## config.mk

```make
export PLATFORM = sky130hd
export DESIGN_NAME = fsync_uart_tx
export DESIGN_NICKNAME = d
export VERILOG_FILES = /design/src/rtl/fsu_pkg.sv /design/src/rtl/fsu_timebase.sv /design/src/rtl/fsu_fifo.sv /design/src/rtl/fsu_shifter.sv /design/src/rtl/fsync_uart_tx.sv
export SDC_FILE = /design/constraint.sdc
export NUM_CORES = 1
export LEC_CHECK = 0
export ABC_AREA = 1
export CAP_MARGIN = 20
export CORE_ASPECT_RATIO = 1.25
export CORE_UTILIZATION = 55
export DETAILED_ROUTE_END_ITERATION = 16
export DONT_BUFFER_PORTS = 1
export GPL_TIMING_DRIVEN = 0
export PLACE_DENSITY_LB_ADDON = 0.2
export SLEW_MARGIN = 20
export SYNTH_ARGS = -nofsm -noshare
export SYNTH_HDL_FRONTEND = slang
export SYNTH_SLANG_ARGS = --single-unit
```

## constraint.sdc

```tcl
create_clock -name clk -period 1.75 [get_ports clk]
set_clock_uncertainty 0.1 [all_clocks]
set_input_delay 0.35 -clock clk [delete_from_list [all_inputs] [get_ports clk]]
set_output_delay 0.35 -clock clk [all_outputs]
set_load 0.05 [all_outputs]
```

## src/rtl/fsu_pkg.sv

```systemverilog
package fsu_pkg;
  localparam int BYTE_W  = 8;
  localparam int FRAME_W = BYTE_W + 3;

  // bit0 idle-high, bit1 start, bits 2..9 data LSB first, bit10 stop
  function automatic logic [FRAME_W-1:0] pack_frame(input logic [BYTE_W-1:0] d);
    return {1'b1, d, 1'b0, 1'b1};
  endfunction
endpackage

```

## src/rtl/fsu_timebase.sv

```systemverilog
module fsu_timebase #(
  parameter int DIV_W  = 16,
  parameter int FS_DIV = 12
) (
  input  logic             clk,
  input  logic             rst_n,
  input  logic             en,
  input  logic [DIV_W-1:0] div,
  output logic             tick,
  output logic             fsync
);
  localparam int CNT_W = DIV_W + 1;
  localparam int FS_W  = $clog2(FS_DIV + 1);
  localparam logic [FS_W-1:0] FS_LAST = FS_W'(FS_DIV);

  logic [CNT_W-1:0] cnt_q, cnt_d;
  logic [FS_W-1:0]  fs_q, fs_d;
  logic [CNT_W-1:0] lim;

  assign lim = {div, 1'b1};

  always_comb begin
    cnt_d = cnt_q;
    fs_d  = fs_q;
    tick  = 1'b0;
    if (!en) begin
      cnt_d = '0;
      fs_d  = '0;
    end else if (cnt_q == lim) begin
      cnt_d = '0;
      tick  = 1'b1;
      fs_d  = (fs_q == FS_LAST) ? '0 : fs_q + 1'b1;
    end else begin
      cnt_d = cnt_q + 1'b1;
    end
  end

  assign fsync = tick && (fs_q == FS_LAST);

  always_ff @(posedge clk or negedge rst_n) begin
    if (!rst_n) begin
      cnt_q <= '0;
      fs_q  <= '0;
    end else begin
      cnt_q <= cnt_d;
      fs_q  <= fs_d;
    end
  end

  // a bit period is at least two cycles
  a_r2_tick_gap: assert property (@(posedge clk) disable iff (!rst_n)
    tick |=> !tick);
endmodule

```

## src/rtl/fsu_fifo.sv

```systemverilog
module fsu_fifo #(
  parameter int DEPTH = 8,
  parameter int W     = 8
) (
  input  logic         clk,
  input  logic         rst_n,
  input  logic         push,
  input  logic [W-1:0] din,
  input  logic         pop,
  output logic [W-1:0] dout,
  output logic         full,
  output logic         empty
);
  localparam int AW = (DEPTH > 1) ? $clog2(DEPTH) : 1;
  localparam int CW = $clog2(DEPTH + 1);
  localparam logic [AW-1:0] LAST = AW'(DEPTH - 1);

  logic [W-1:0]  mem [DEPTH];
  logic [AW-1:0] wp_q, wp_d, rp_q, rp_d;
  logic [CW-1:0] cnt_q, cnt_d;
  logic          push_ok, pop_ok;

  assign full    = (cnt_q == CW'(DEPTH));
  assign empty   = (cnt_q == '0);
  assign push_ok = push && !full;
  assign pop_ok  = pop && !empty;
  assign dout    = mem[rp_q];

  always_comb begin
    wp_d  = wp_q;
    rp_d  = rp_q;
    cnt_d = cnt_q;
    if (push_ok) wp_d = (wp_q == LAST) ? '0 : wp_q + 1'b1;
    if (pop_ok)  rp_d = (rp_q == LAST) ? '0 : rp_q + 1'b1;
    if (push_ok && !pop_ok)      cnt_d = cnt_q + 1'b1;
    else if (pop_ok && !push_ok) cnt_d = cnt_q - 1'b1;
  end

  always_ff @(posedge clk or negedge rst_n) begin
    if (!rst_n) begin
      wp_q  <= '0;
      rp_q  <= '0;
      cnt_q <= '0;
    end else begin
      wp_q  <= wp_d;
      rp_q  <= rp_d;
      cnt_q <= cnt_d;
    end
  end

  always_ff @(posedge clk) begin
    if (push_ok) mem[wp_q] <= din;
  end

  // a full FIFO with no pop stays full (extra writes dropped)
  a_r5_full_holds: assert property (@(posedge clk) disable iff (!rst_n)
    (full && !pop) |=> full);
  // an empty FIFO with no write stays empty
  a_r6_empty_holds: assert property (@(posedge clk) disable iff (!rst_n)
    (empty && !push) |=> empty);
endmodule

```

## src/rtl/fsu_shifter.sv

```systemverilog
module fsu_shifter
  import fsu_pkg::*;
(
  input  logic              clk,
  input  logic              rst_n,
  input  logic              en,
  input  logic              tick,
  input  logic              fsync,
  input  logic              fifo_empty,
  input  logic [BYTE_W-1:0] fifo_data,
  input  logic              uf_clear,
  output logic              pop,
  output logic              line,
  output logic              busy,
  output logic              underflow
);
  localparam int SH_W   = FRAME_W - 1;
  localparam int LEFT_W = $clog2(FRAME_W);

  logic [SH_W-1:0]   sh_q, sh_d;
  logic [LEFT_W-1:0] left_q, left_d;
  logic              line_q, line_d, busy_q, busy_d, uf_q, uf_d;
  logic [FRAME_W-1:0] word;

  assign word = pack_frame(fifo_data);
  assign pop  = fsync && !fifo_empty;

  always_comb begin
    sh_d   = sh_q;
    left_d = left_q;
    line_d = line_q;
    busy_d = busy_q;
    uf_d   = uf_q;
    if (uf_clear) uf_d = 1'b0;
    if (!en) begin
      left_d = '0;
      line_d = 1'b1;
      busy_d = 1'b0;
    end else if (tick) begin
      if (pop) begin
        line_d = word[0];
        sh_d   = word[FRAME_W-1:1];
        left_d = LEFT_W'(SH_W);
        busy_d = 1'b1;
      end else if (left_q != '0) begin
        line_d = sh_q[0];
        sh_d   = sh_q >> 1;
        left_d = left_q - 1'b1;
      end else begin
        line_d = 1'b1;
        busy_d = 1'b0;
      end
      if (fsync && fifo_empty) uf_d = 1'b1;
    end
  end

  always_ff @(posedge clk or negedge rst_n) begin
    if (!rst_n) begin
      sh_q   <= '0;
      left_q <= '0;
      line_q <= 1'b1;
      busy_q <= 1'b0;
      uf_q   <= 1'b0;
    end else begin
      sh_q   <= sh_d;
      left_q <= left_d;
      line_q <= line_d;
      busy_q <= busy_d;
      uf_q   <= uf_d;
    end
  end

  assign line      = line_q;
  assign busy      = busy_q;
  assign underflow = uf_q;

  // the previous word has fully shifted before the next frame sync
  a_r4_word_done_at_fs: assert property (@(posedge clk) disable iff (!rst_n)
    fsync |-> (left_q == '0));
  // underflow is sticky until cleared
  a_r7_uf_sticky: assert property (@(posedge clk) disable iff (!rst_n)
    (uf_q && !uf_clear) |=> uf_q);
  // disabled means line high
  a_r9_line_high_off: assert property (@(posedge clk) disable iff (!rst_n)
    !en |=> line_q);
endmodule

```

## src/rtl/fsync_uart_tx.sv

```systemverilog
module fsync_uart_tx
  import fsu_pkg::*;
#(
  parameter int DIV_W      = 16,
  parameter int FIFO_DEPTH = 8,
  parameter int FS_DIV     = 12
) (
  input  logic              clk,
  input  logic              rst_n,
  input  logic              tx_en,
  input  logic [DIV_W-1:0]  bit_div,
  input  logic              wr_valid,
  input  logic [BYTE_W-1:0] wr_data,
  input  logic              uf_clear,
  output logic              tx_line,
  output logic              fifo_full,
  output logic              hold_empty,
  output logic              underflow,
  output logic              tx_idle
);
  logic [1:0]        rsync_q;
  logic              core_rst_n;
  logic              tick, fsync, pop, busy;
  logic [BYTE_W-1:0] head;

  always_ff @(posedge clk or negedge rst_n) begin
    if (!rst_n) rsync_q <= '0;
    else        rsync_q <= {rsync_q[0], 1'b1};
  end
  assign core_rst_n = rsync_q[1];

  fsu_timebase #(.DIV_W(DIV_W), .FS_DIV(FS_DIV)) u_tb (
    .clk(clk), .rst_n(core_rst_n), .en(tx_en), .div(bit_div),
    .tick(tick), .fsync(fsync)
  );

  fsu_fifo #(.DEPTH(FIFO_DEPTH), .W(BYTE_W)) u_fifo (
    .clk(clk), .rst_n(core_rst_n), .push(wr_valid), .din(wr_data),
    .pop(pop), .dout(head), .full(fifo_full), .empty(hold_empty)
  );

  fsu_shifter u_sh (
    .clk(clk), .rst_n(core_rst_n), .en(tx_en), .tick(tick), .fsync(fsync),
    .fifo_empty(hold_empty), .fifo_data(head), .uf_clear(uf_clear),
    .pop(pop), .line(tx_line), .busy(busy), .underflow(underflow)
  );

  assign tx_idle = hold_empty && !busy;

  // when idle is reported the line is high
  a_r8_idle_line_high: assert property (@(posedge clk) disable iff (!core_rst_n)
    tx_idle |-> tx_line);
endmodule

```

======== After elaboration in Yosys (flattened, before gate mapping) ========
Memories as Yosys holds them, arrays and structs flattened.
Index checks and enable logic that the tools add are counted.
word-level totals
  output and inout bits ................... 5
  input port bits ......................... 29
  register bits ........................... 50
  memories kept ........................... 1
  memory bits (writable) .................. 64
memory list
  name        words  width  read ports  clocked after memory_dff  write ports  line            text
  u_fifo.mem  8      8      1           0                         1            fsu_fifo.sv:18  logic [W-1:0] mem [DEPTH];
cells by class
  equality and inequality tests ........... 9
  mux-type cells .......................... 31
  $add $sub $neg .......................... 7
  reduce and logical (&&, ||, !) cells .... 20
operators by type and width
  cell                                                                count
  4-bit 2-to-1 mux                                                    9
  17-bit 2-to-1 mux                                                   2
  10-bit 2-to-1 mux                                                   2
  17-bit by 1-bit adder with 17-bit output, second input constant     1
  17-bit equality test                                                1
  1-bit 2-to-1 mux                                                    16
  4-bit by 1-bit adder with 4-bit output, second input constant       2
  4-bit equality test, second input constant                          2
  1-bit logical AND                                                   8
  4-bit by 1-bit subtractor with 4-bit output, second input constant  2
  3-bit by 1-bit adder with 3-bit output, second input constant       2
  3-bit equality test, second input constant                          2
  3-bit 2-to-1 mux                                                    2
  1-bit zero test                                                     5
  4-bit zero test                                                     1
  2-bit by 1-bit != test with 1-bit output, second input constant     2
  2-bit AND reduction                                                 2
  2-bit nonzero test                                                  2
  4-bit nonzero test                                                  1
  3-bit by 1-bit != test with 1-bit output, second input constant     1
  3-bit != test, second input constant                                1
  3-bit AND reduction                                                 1

======== Longest topological paths before layout ========
  depth in word-level cells ............... 9
  depth in mapped cells ................... 19
  depth with buffers taken out ............ 18

======== By module ========
Synthesis repeated with hierarchy kept, for this count alone.
second synthesis, totals
  cells, all modules ...................... 755
  area, all modules ....................... 6092.1 µm²
modules (own cells, without submodules)
  module         area each (µm²)  cells each  instances
  fsu_fifo       3415.8           364         1
  fsu_timebase   1661.6           261         1
  fsu_shifter    950.9            125         1
  fsync_uart_tx  63.8             5           1

======== Worst setup path before layout ========
No wires, ideal clock.
  kind .................................... flip-flop to flip-flop
  start point ............................. register u_fifo.cnt_q[0]
  end point ............................... register u_fifo.cnt_q[3]
  slack ................................... -1.808 ns
  buffers on the path ..................... 1
  library setup time ...................... 0.125 ns
  cell stages (with the launch flop) ...... 16
  arrival ................................. 3.333 ns
  path through ............................ dfrtp_1 nor2_1 inv_1 nor3_1 inv_1 nand4_2 buf_6 ha_1 inv_1 ha_1 a21o_1 a21oi_1 nand2_1 nand2_1 nor2_1 xor2_1
between the ends
  cells in the longest elaborated chain, start to end .. 7
RTL lines
  item                                                    line                               text
  start, declared                                         fsu_fifo.sv:20                     logic [CW-1:0] cnt_q, cnt_d;
  start signal, assigned                                  fsu_fifo.sv:47                     cnt_q <= cnt_d;
  4-bit zero test *                                       fsu_fifo.sv:24                     assign empty = (cnt_q == '0);
  via hold_empty                                          fsync_uart_tx.sv:17                output logic hold_empty,
  1-bit zero test *                                       fsu_fifo.sv:26, fsu_shifter.sv:26
  1-bit logical AND                                       fsu_shifter.sv:26                  assign pop = fsync && !fifo_empty;
  1-bit logical AND *                                     fsu_fifo.sv:26                     assign pop_ok = pop && !empty;
  1-bit zero test                                         fsu_fifo.sv:35                     if (push_ok && !pop_ok) cnt_d = cnt_q + 1'b1;
  1-bit logical AND                                       fsu_fifo.sv:35
  4-bit 2-to-1 mux or 2-bit nonzero test (tied branches)  -
The timed path passes the listed nets; every way through them passes the cells marked *. The select of a mux whose other input is x is not followed.
A chain may end at the register's enable or synchronous reset.

======== Worst setup path in the final report ========
  start point ............................. register u_fifo.cnt_q[0]
  end point ............................... register u_fifo.cnt_q[2]
Same word-level chain as after synthesis.

==> flow_metrics.env <==
export IMPL_crit_fanout=3
export IMPL_syn_inst=535
export IMPL_rsz0062_at_grt="yes"
export IMPL_io_buffers=0
export IMPL_die_area_um2=9940
export IMPL_setup_ws_ps=-1000
export IMPL_synth_commonest_cells="nand2_1 (128), edfxtp_1 (64), nor2_1 (59)"
export IMPL_grt_use_total_pct=26.5
export IMPL_globalRoute_totalOverflow=0
export IMPL_tns_ps=-65430
export IMPL_firstDrtPassIters=5
export IMPL_insertion_delay_ps=410
export IMPL_violations="setup timing"
export IMPL_cts_root_buf="clkbuf_16"
export IMPL_period_needed_ps=2750
export IMPL_relSlewSlack_pct=56.8
export IMPL_core_area_um2=9220
export IMPL_timing_hold_ws_ps=55.5
export IMPL_synth_top_area_cell="edfxtp_1"
export IMPL_ios=34
export IMPL_cts_made_buffers=17
export IMPL_finalInstanceArea_um2=6890
export IMPL_slew_viol_final=0
export IMPL_r2r_cells=13
export IMPL_max_stage_delay_ps=500
export IMPL_dpl_cell_count=659
export IMPL_num_vias=4084
export IMPL_drt_iter0_markers=255
export IMPL_wl_per_cell_um=17.0
export IMPL_peakVddDrop_v=0.00113
export IMPL_worstSetupEndpointType="flip-flop"
export IMPL_r2r_setup_slack_ps=-1000
export IMPL_antenna_found_initial=0
export IMPL_regToRegEndpoint="u_fifo.cnt_q[2]"
export IMPL_fillers=593
export IMPL_fmax_mhz=364
export IMPL_nNetsFinal=646
export IMPL_synth_seq_area_share_pct=60.5
export IMPL_postSynthAreaPerCell_um2=9.81
export IMPL_via_per_inst=5.52
export IMPL_cts_tree="done"
export IMPL_min_period_over_period_pct=157
export IMPL_startpoint_type="flip-flop"
export IMPL_worst_r2r_startpoint="u_fifo.cnt_q[0]"
export IMPL_place_congestion=0.801
export IMPL_grt_pass1_wl_um=19200
export IMPL_min_from="tx_en"
export IMPL_clockBufferDepth=2
export IMPL_worstPathRequired_ps=1930
export IMPL_synthFlopType="edfxtp_1"
export IMPL_synth_edff_count=64
export IMPL_synth_area_leaders="edfxtp_1 (37%), dfrtp_1 (23%), nand2_1 (9.2%), nor2_1 (4.2%), o21ai_0 (3.9%)"
export IMPL_synthArstFlopShare_pct=43.9
export IMPL_crit_end="u_fifo.cnt_q[2]"
export IMPL_power_density_nw_per_um2=1280
export IMPL_antenna_cells=0
export IMPL_num_rows=39
export IMPL_final_antenna_net_count=0
export IMPL_h_tree_depth=4
export IMPL_syn_to_final_growth_pct=31.3
export IMPL_yosys_warnings=0
export IMPL_die_w_um=89.4
export IMPL_yosys_register_bits=114
export IMPL_place_area_um2=5540
export IMPL_dpl_hpwl_um=7280
export IMPL_drv_cap=0
export IMPL_p_leak_nw=2.82
export IMPL_path_clk_slew_ps=50
export IMPL_syn_area_um2=5250
export IMPL_crit_chain="nor2_4 > inv_2 > nor3_4 > inv_2 > nand4_4 > buf_6 > ha_4 > inv_4 > buf_4 > buf_6 > fa_2 > xnor2_1 > o21ai_1"
export IMPL_worstMarginPinSlew_ps=646
export IMPL_wl_um=12600
export IMPL_first_global_vias=4172
export IMPL_status="finished, violations left"
export IMPL_hold_viol_final=0
export IMPL_start_util_pct=56.9
export IMPL_worst_endpoint_arrival_ps=2930
export IMPL_path_class="reg -> reg"
export IMPL_drive_gt1_share_pct=25.6
export IMPL_yosys_cell_count_top_type="nand2_1"
export IMPL_syn_nets=577
export IMPL_cts_sinks=114
export IMPL_cp_slowest_cell="nor3_4"
export IMPL_drcViolationCount=0
export IMPL_synth_cell_types=38
export IMPL_final_cells=740
export IMPL_synth_top_area_share_pct=36.6
export IMPL_setup_violations=114
export IMPL_fin_util_pct=74.7
export IMPL_grt_max_degree=31
export IMPL_cp_startpoint="u_fifo.cnt_q[0]"
export IMPL_hp_class="in -> reg"
export IMPL_die_h_um=111
## critical path, delay by kind of cell (launching register included)
| family | cells | cell delay, ps |
|---|---|---|
| simple gates | 3 | 760 |
| buf+inv | 6 | 570 |
| fa+ha+maj | 2 | 480 |
| flops | 1 | 420 |
| xor+xnor | 1 | 170 |
| compound gates | 1 | 110 |
## state kept, by name, summed over array words and instances (netlist names), 2 cells and up
signal,cells
u_fifo.mem,64
u_tb.cnt_q,17
u_sh.sh_q,10
u_fifo.cnt_q,4
u_sh.left_q,4
u_tb.fs_q,4
u_fifo.rp_q,3
u_fifo.wp_q,3
rsync_q,2
## worst min path at each step
stage / to / slack (ps) / depth (start not counted)
global placement: rsync_q[1] / -50 / 0
detailed placement: rsync_q[1] / -50 / 0
global route: rsync_q[0] / 70 / 1
floorplan: rsync_q[0] / -50 / 0
finish: u_sh.left_q[2] / 60 / 2
CTS: u_sh.left_q[2] / 30 / 2
## repair_timing
item | in CTS | in global routing
endpoints found under the setup margin | 112 | 114
setup buffers | 27 | 16
hold buffers | 10 | 0
resized for setup | 43 | 45
cloned | 2 | 0
hold endpoints to repair | 67 | 0
pin swaps | 18 | 21
## per-stage QoR
stage | setup WS (ps) | total power, mW
floorplan | -971 | 4.33
global placement | -1160 | 4.52
detailed placement | -1230 | 4.60
CTS | -914 | 8.67
global route | -1100 | 9.11
finish | -1000 | 8.79
## report_power, final
| group | switching, mW | leakage [nW] | internal [mW] |
|---|---|---|---|
| clock network | 1.16 | 0.299 | 2.50 |
| registers | 0.215 | 1.23 | 3.19 |
| logic | 0.990 | 1.29 | 0.735 |
## metal layers
layer	up-vias	GRT usage, %	share of wire [%]
li1	1932	-	-
met1	1956	28.8	38
met2	162	46.0	54
met3	34	8.04	6.0
met4	0	12.5	2.8
met5	-	0	0
## layout make-up
| class | count | area (um2) | share of cell area (%) |
|---|---|---|---|
| Clock buffer | 20 | 437 | 6.34 |
| Clock inverter | 12 | 188 | 2.72 |
| Buffer | 14 | 87.6 | 1.27 |
| Tap cell | 123 | 154 | 2.23 |
| Inverter | 56 | 221 | 3.21 |
| Timing Repair Buffer | 49 | 543 | 7.88 |
| Multi-Input combinational cell | 351 | 2070 | 30.1 |
| Sequential cell | 114 | 3180 | 46.2 |
| Timing Repair inverter | 1 | 7.51 | 0.109 |
## kinds of logic (layout without fill, tap and decap cells)
| family | count (synthesis) | after routing | synth area share, % |
|---|---|---|---|
| AND/OR/NAND/NOR | 251 | 251 | 20.7 |
| flip-flops | 114 | 114 | 60.5 |
| AO/OA/AOI/OAI | 74 | 74 | 8.08 |
| buffers and inverters | 70 | 152 | 5.39 |
| adder cells (fa/ha/maj) | 13 | 13 | 3.24 |
| XOR/XNOR | 12 | 12 | 2.00 |
| other | 1 | 1 | 0.0715 |
## cells in the final DEF (no fill, tap or decap), types with 10 or more instances in the layout
| cell type | instances |
|---|---|
| inv_1 | 41 |
| inv_2 | 11 |
| edfxtp_1 | 64 |
| a21oi_1 | 15 |
| nand2_1 | 116 |
| clkbuf_16 | 17 |
| nor2_4 | 16 |
| buf_6 | 13 |
| nor2_2 | 10 |
| dfrtp_1 | 43 |
| buf_4 | 20 |
| o21ai_0 | 32 |
| nor2_1 | 43 |
| nand3_1 | 30 |
| clkbuf_1 | 12 |
| nand2_2 | 10 |
| dlygate4sd3_1 | 10 |
No activity file was read; power rests on OpenSTA's default activity.
